<file path="src/rtl/xt_pkg.sv">
package xt_pkg;
  localparam int NFS = 4;               // stages able to raise a fault
  localparam int CW  = 2;               // cause code width per stage
  localparam int SW  = $clog2(NFS);     // stage index width
  localparam int CAUSE_W = SW + CW;

  typedef enum logic [SW-1:0] {
    STG_IF  = 2'd0,
    STG_ID  = 2'd1,
    STG_EX  = 2'd2,
    STG_MEM = 2'd3
  } stage_e;

  typedef logic [NFS-1:0][CW-1:0] svec_t;
endpackage

</file>
<file path="src/rtl/xt_fault_merge.sv">
module xt_fault_merge
  import xt_pkg::*;
#(
  parameter int STG = 0
) (
  input  logic          in_valid,
  input  svec_t         in_vec,
  input  logic [CW-1:0] fault,
  output svec_t         out_vec
);
  // A stage writes only its own field, and only for a valid instruction
  always_comb begin
    out_vec = in_vec;
    if (in_valid) begin
      out_vec[STG] = fault;
    end
  end
endmodule

</file>
<file path="src/rtl/xt_stage_reg.sv">
module xt_stage_reg
  import xt_pkg::*;
#(
  parameter int PCW = 32
) (
  input  logic           clk,
  input  logic           rst_n,
  input  logic           load,
  input  logic           kill,
  input  logic           in_valid,
  input  logic [PCW-1:0] in_pc,
  input  svec_t          in_vec,
  output logic           out_valid,
  output logic [PCW-1:0] out_pc,
  output svec_t          out_vec
);
  logic           v_q, v_n;
  logic [PCW-1:0] pc_q, pc_n;
  svec_t          vec_q, vec_n;
  logic           en;

  always_comb begin
    en    = load | kill;
    v_n   = 1'b0;
    pc_n  = pc_q;
    vec_n = '0;
    if (!kill) begin
      v_n   = in_valid;
      pc_n  = in_pc;
      vec_n = in_valid ? in_vec : '0;
    end
  end

  always_ff @(posedge clk or negedge rst_n) begin
    if (!rst_n) begin
      v_q   <= 1'b0;
      pc_q  <= '0;
      vec_q <= '0;
    end else if (en) begin
      v_q   <= v_n;
      pc_q  <= pc_n;
      vec_q <= vec_n;
    end
  end

  assign out_valid = v_q;
  assign out_pc    = pc_q;
  assign out_vec   = vec_q;
endmodule

</file>
<file path="src/rtl/xt_commit.sv">
module xt_commit
  import xt_pkg::*;
#(
  parameter int             PCW      = 32,
  parameter logic [PCW-1:0] TRAP_VEC = 'h80
) (
  input  logic               clk,
  input  logic               rst_n,
  input  logic               adv,
  input  logic               mem_valid,
  input  logic [PCW-1:0]     mem_pc,
  input  svec_t              mem_vec,
  output logic               take_trap,
  output logic               mem_wr_ok,
  output logic               flush_o,
  output logic [PCW-1:0]     redirect_pc_o,
  output logic [PCW-1:0]     epc_o,
  output logic [CAUSE_W-1:0] cause_o
);
  logic               any_fault;
  logic [SW-1:0]      sel;
  logic [CAUSE_W-1:0] cause_n, cause_q;
  logic [PCW-1:0]     epc_n, epc_q, rdr_n, rdr_q;
  logic               flush_n, flush_q;

  // Earliest stage wins: scan from the last stage down to the first
  always_comb begin
    any_fault = 1'b0;
    sel       = '0;
    for (int i = NFS - 1; i >= 0; i--) begin
      if (mem_vec[i] != '0) begin
        any_fault = 1'b1;
        sel       = SW'(i);
      end
    end
  end

  always_comb begin
    take_trap = adv & mem_valid & any_fault;
    mem_wr_ok = adv & mem_valid & ~any_fault;
    flush_n   = take_trap;
    cause_n   = cause_q;
    epc_n     = epc_q;
    rdr_n     = rdr_q;
    if (take_trap) begin
      cause_n = {sel, mem_vec[sel]};
      epc_n   = mem_pc;
      rdr_n   = TRAP_VEC;
    end
  end

  always_ff @(posedge clk or negedge rst_n) begin
    if (!rst_n) begin
      flush_q <= 1'b0;
      cause_q <= '0;
      epc_q   <= '0;
      rdr_q   <= '0;
    end else begin
      flush_q <= flush_n;
      if (take_trap) begin
        cause_q <= cause_n;
        epc_q   <= epc_n;
        rdr_q   <= rdr_n;
      end
    end
  end

  assign flush_o       = flush_q;
  assign cause_o       = cause_q;
  assign epc_o         = epc_q;
  assign redirect_pc_o = rdr_q;


  flush_one_cycle_chk: assert property (@(posedge clk) disable iff (!rst_n)
    flush_o |=> !flush_o);

  flush_target_chk: assert property (@(posedge clk) disable iff (!rst_n)
    flush_o |-> redirect_pc_o == TRAP_VEC);

  stall_no_trap_chk: assert property (@(posedge clk) disable iff (!rst_n)
    !adv |=> !flush_o);
endmodule

</file>
<file path="src/rtl/xt_precise_tracker.sv">
module xt_precise_tracker
  import xt_pkg::*;
#(
  parameter int             PCW      = 32,
  parameter logic [PCW-1:0] TRAP_VEC = 'h80
) (
  input  logic               clk,
  input  logic               rst_n,
  input  logic               adv_i,
  input  logic               if_valid_i,
  input  logic [PCW-1:0]     if_pc_i,
  input  logic [CW-1:0]      if_fault_i,
  input  logic [CW-1:0]      id_fault_i,
  input  logic [CW-1:0]      ex_fault_i,
  input  logic [CW-1:0]      mem_fault_i,
  output logic               mem_wr_ok_o,
  output logic               rf_wr_ok_o,
  output logic [PCW-1:0]     retire_pc_o,
  output logic               flush_o,
  output logic [PCW-1:0]     redirect_pc_o,
  output logic [PCW-1:0]     epc_o,
  output logic [CAUSE_W-1:0] cause_o
);
  localparam int NST = NFS + 1;   // fetch plus four latched stages

  // index 0 = fetch (combinational), 1..4 = decode, execute, memory, write-back
  logic           st_valid [NST];
  logic [PCW-1:0] st_pc    [NST];
  svec_t          st_vec   [NST];
  svec_t          mg_vec   [NFS];
  logic [CW-1:0]  flt      [NFS];
  logic           take_trap;

  assign flt[0] = if_fault_i;
  assign flt[1] = id_fault_i;
  assign flt[2] = ex_fault_i;
  assign flt[3] = mem_fault_i;

  assign st_valid[0] = if_valid_i;
  assign st_pc[0]    = if_pc_i;
  assign st_vec[0]   = '0;

  genvar g;
  generate
    for (g = 0; g < NFS; g++) begin : g_merge
      xt_fault_merge #(.STG(g)) u_merge (
        .in_valid (st_valid[g]),
        .in_vec   (st_vec[g]),
        .fault    (flt[g]),
        .out_vec  (mg_vec[g])
      );
    end

    for (g = 1; g < NST; g++) begin : g_stage
      logic kill_g;
      if (g == 1) begin : g_first
        // the wrong-path fetch in the flush cycle is dropped
        assign kill_g = take_trap | flush_o;
      end else begin : g_rest
        assign kill_g = take_trap;
      end
      xt_stage_reg #(.PCW(PCW)) u_stage (
        .clk       (clk),
        .rst_n     (rst_n),
        .load      (adv_i),
        .kill      (kill_g),
        .in_valid  (st_valid[g-1]),
        .in_pc     (st_pc[g-1]),
        .in_vec    (mg_vec[g-1]),
        .out_valid (st_valid[g]),
        .out_pc    (st_pc[g]),
        .out_vec   (st_vec[g])
      );
    end
  endgenerate

  xt_commit #(.PCW(PCW), .TRAP_VEC(TRAP_VEC)) u_commit (
    .clk           (clk),
    .rst_n         (rst_n),
    .adv           (adv_i),
    .mem_valid     (st_valid[NFS-1]),
    .mem_pc        (st_pc[NFS-1]),
    .mem_vec       (mg_vec[NFS-1]),
    .take_trap     (take_trap),
    .mem_wr_ok     (mem_wr_ok_o),
    .flush_o       (flush_o),
    .redirect_pc_o (redirect_pc_o),
    .epc_o         (epc_o),
    .cause_o       (cause_o)
  );

  assign rf_wr_ok_o  = st_valid[NST-1];
  assign retire_pc_o = st_pc[NST-1];


  retire_clean_chk: assert property (@(posedge clk) disable iff (!rst_n)
    rf_wr_ok_o |-> st_vec[NST-1] == '0);

  flush_no_retire_chk: assert property (@(posedge clk) disable iff (!rst_n)
    flush_o |-> !rf_wr_ok_o);

  clean_store_no_trap_chk: assert property (@(posedge clk) disable iff (!rst_n)
    mem_wr_ok_o |=> !flush_o);
endmodule

</file>
<file path="config.mk">
export PLATFORM = sky130hd
export DESIGN_NAME = xt_precise_tracker
export DESIGN_NICKNAME = d
export VERILOG_FILES = /design/src/rtl/xt_pkg.sv /design/src/rtl/xt_fault_merge.sv /design/src/rtl/xt_stage_reg.sv /design/src/rtl/xt_commit.sv /design/src/rtl/xt_precise_tracker.sv
export SDC_FILE = /design/constraint.sdc
export NUM_CORES = 1
export LEC_CHECK = 0
export CAP_MARGIN = 25
export CELL_PAD_IN_SITES_DETAIL_PLACEMENT = 1
export CELL_PAD_IN_SITES_GLOBAL_PLACEMENT = 2
export CORE_MARGIN = 8
export CORE_UTILIZATION = 36
export CTS_BUF_LIST = sky130_fd_sc_hd__clkbuf_16
export DETAILED_ROUTE_END_ITERATION = 8
export HOLD_SLACK_MARGIN = 0.03
export PLACE_DENSITY_LB_ADDON = 0.1
export RECOVER_POWER = 25
export SLEW_MARGIN = 20
export SYNTH_ARGS = -nofsm -noshare
export SYNTH_HDL_FRONTEND = slang
export SYNTH_SLANG_ARGS = --single-unit
</file>
<file path="constraint.sdc">
create_clock -name clk -period 2.5 [get_ports clk]
set_input_delay 0.625 -clock clk [delete_from_list [all_inputs] [get_ports clk]]
set_output_delay 0.625 -clock clk [all_outputs]
set_load 0.02 [all_outputs]
</file>
==> flow_summary_export.csv <==
group,metric,value,unit
route,routed_wire_length_per_instance,17.8,um
grt,grt_start_max_net_pins,58,
grt,grt_pass1_wl,26.0,mm
place,dp_cells,846,
final_layout,layout_commonest_cell,"dfrtp_1",
route,drtAntennaViolNets,0,
die,core,20000,sq um
route,avgViaCountPerCell,4.63,
clock_tree,cts_max_level,4,
sta,slew_viol_final,0,
final_layout,finalNonFillerCells,877,
sta,tns,0,ns
sta,max_slew.worst_pin.slew,1.47,ns
flow_run,cap_violations,0,
logic_synthesis,synth-edff-count,0,
grt,grt_usage,13.5,%
critical_path,cp.required,2.80,ns
route,wirelength,15.6,mm
pwr,irDropWorstVdd,0.646,mV
logic_synthesis,seq_area_frac_synth,62.4,%
logic_synthesis,syn_inst,461,
route,vias,4062,
final_layout,final_cell_mix,"dfrtp_1, clkdlybuf4s50_1, mux2_2",
clock_tree,cts_hold_buf,0,
logic_synthesis,yosysTopAreaCell,"dfrtp_1",
clock_tree,cts-root-buf,"clkbuf_16",
logic_synthesis,synth_area_per_cell,15.8,sq um
die,initial_utilization,36.4,%
clock_tree,cts_setup_buffers,0,
pwr,p_per_area,1210,nW/um^2
final_layout,drive_gt1_share,33.3,%
sta,fin_worst_skew,0.0102,ns
die,num_rows,52,
logic_synthesis,synth_cell_types,34,
critical_path,slowest_delay,0.57,ns
outcome,outcome,"finished clean",
hold_path,min_path_type,"reg2reg",
grt,antenna_found_initial,1,
clock_tree,cts_buffer_depth,2,
critical_path,arrival,2.70,ns
logic_synthesis,ys.flop_type,"dfrtp_1",
final_layout,final_net_count,639,
place,place_hpwl,10.9,mm
route,drt_first_iter_violations,151,
logic_synthesis,synthArstFlopShare,100,%
die,die_w,158,um
place,gp_congestion,0.754,
critical_path,path_buf_inv,2,
place,dpl_cell_area,8790,sq um
logic_synthesis,ys_top_cells_by_area,"dfrtp_1, mux2_2, mux2_4",
final_layout,n_antenna_cell,0,
logic_synthesis,synth_seq_cells,182,
sta,grt_setup_unrepaired,"false",
critical_path,end_kind,"flop",
route,drcViolationCount,0,
logic_synthesis,syn_area,7300,sq um
final_layout,fin_area,9330,sq um
die,ios,147,
pwr,p_leak,4.08,nW
grt,grt_pass1_vias,4659,
clock_tree,clock_sinks,182,
clock_tree,insertion_delay,0.42,ns
sta,hold_viol_final,0,
die,die_y,158,um
place,place.port_buffers,115,
sta,fin_crit,2.40,ns
critical_path,cp_top_family,"buffers and inverters",
clock_tree,cts_tree,"yes",
sta,setup_violations,0,
clock_tree,clk_pin_slew_worst_paths,0.06,ns
critical_path,critical_path_class,"in2reg",
die,dieArea,25100,sq um
sta,max_freq,417,MHz
sta,fin_crit_sh,96.0,%
route,firstDrtPassIters,4,
critical_path,crit_fanout,48,
critical_path,cpMaxStageDelayCell,"or4_1",
critical_path,crit_chain,"clkdlybuf4s50_1 -> or4_1 -> o21ai_1 -> nand2_4 -> buf_12 -> mux2_4",
place,pre_cts_ws,-0.359,ns
logic_synthesis,synth_warnings,0,
final_layout,syn2layout_area_growth,27.8,%
grt,overflow,0,
clock_tree,cts_buffers,17,
sta,slew_headroom,2.22,%
critical_path,startpoint_type,"primary input",
sta,fin_ws,0.101,ns
logic_synthesis,synth_top_area_share,62.4,%
-- metrics by stage --
stage               total power, mW  hold WS [ns]  util, %
CTS                            11.5         0.174     46.6
detailed placement             8.95         0.451     43.9
floorplan                      7.10         0.329        -
global route                   12.0         0.498     46.5
global placement               8.78         0.451     43.9
finish                         11.3         0.463     46.5
-- state kept, by name, indices dropped and copies added (netlist names) --
name,cells
u_commit.flush_o,1
g_stage.u_stage.out_vec,12
u_commit.redirect_pc_o,1
g_stage.u_stage.out_valid,4
g_stage.u_stage.out_pc,128
u_commit.cause_o,4
u_commit.epc_o,32
-- worst register-to-register path, delay by kind of cell, from the launching register on --
family,cells,cell delay (ns)
AO/OA/AOI/OAI,1,0.35
buffers and inverters,2,0.39
flip-flops,1,0.41
multiplexers,1,0.35
AND/OR/NAND/NOR,2,0.69
-- final timing paths --
kind	from	end	slack [ns]	cells after the start
setup reg to reg	g_stage[3].u_stage.out_vec[2]$_DFFE_PN0P_	g_stage[2].u_stage.out_pc[18]$_DFFE_PN0P_	0.19	6
setup / recovery	mem_fault_i[1]	g_stage[2].u_stage.out_pc[18]$_DFFE_PN0P_	0.10	6
hold reg to reg	u_commit.redirect_pc_o[7]$_DFFE_PN0P_	u_commit.redirect_pc_o[7]$_DFFE_PN0P_	0.46	1
max in group asynchronous	rst_n	g_stage[2].u_stage.out_pc[0]$_DFFE_PN0P_	0.54	2
min in group asynchronous	rst_n	g_stage[4].u_stage.out_valid$_DFFE_PN0P_	0.55	1
hold / removal	u_commit.redirect_pc_o[7]$_DFFE_PN0P_	u_commit.redirect_pc_o[7]$_DFFE_PN0P_	0.46	1
-- layout make-up --
cell class | count | area (sq um)
Fill cell | 2041 | 10700
Sequential cell | 182 | 4550
Timing Repair Buffer | 137 | 1380
Multi-Input combinational cell | 252 | 2490
Clock inverter | 14 | 111
Inverter | 5 | 18.8
Clock buffer | 17 | 425
Tap cell | 270 | 338
-- cell usage after synthesis, types with 6 or more instances --
cell type / count
mux2_4: 40
buf_2: 9
a21oi_1: 6
dfrtp_1: 182
buf_4: 31
mux2_2: 103
buf_6: 8
nand2_1: 7
nand3_1: 9
mux2_1: 17
-- routing by layer --
layer  up-vias  wire, um  global-route usage [%]
met5         -        13                       0
met4         2       213                    4.85
met3        15       846                    3.45
met2        93      7960                    22.6
met1      2127      6540                    16.5
li1       1825         -                       -
-- cell families after synthesis --
| logic type | count (synthesis) | synth area share (%) |
|---|---|---|
| flops | 182 | 62.4 |
| other cells | 1 | 0.0514 |
| compound gates | 29 | 2.86 |
| mux | 160 | 26.7 |
| buf+inv | 57 | 5.50 |
| simple gates | 32 | 2.43 |
-- where the power goes --
group / total (mW) / switching (mW) / leakage, nW / internal, mW
registers: 4.91 / 0.752 / 2.16 / 4.16
logic: 3.90 / 1.65 / 1.66 / 2.25
clock network: 2.45 / 1.10 / 0.254 / 1.35
total: 11.3 / 3.50 / 4.08 / 7.76
-- repair_timing --
action | 4_1_cts | 5_1_grt
gates resized for setup | 5 | 3
endpoints found under the setup margin | 1 | 1
pin swaps | 0 | 0
Power figures use the tool's default switching activity.
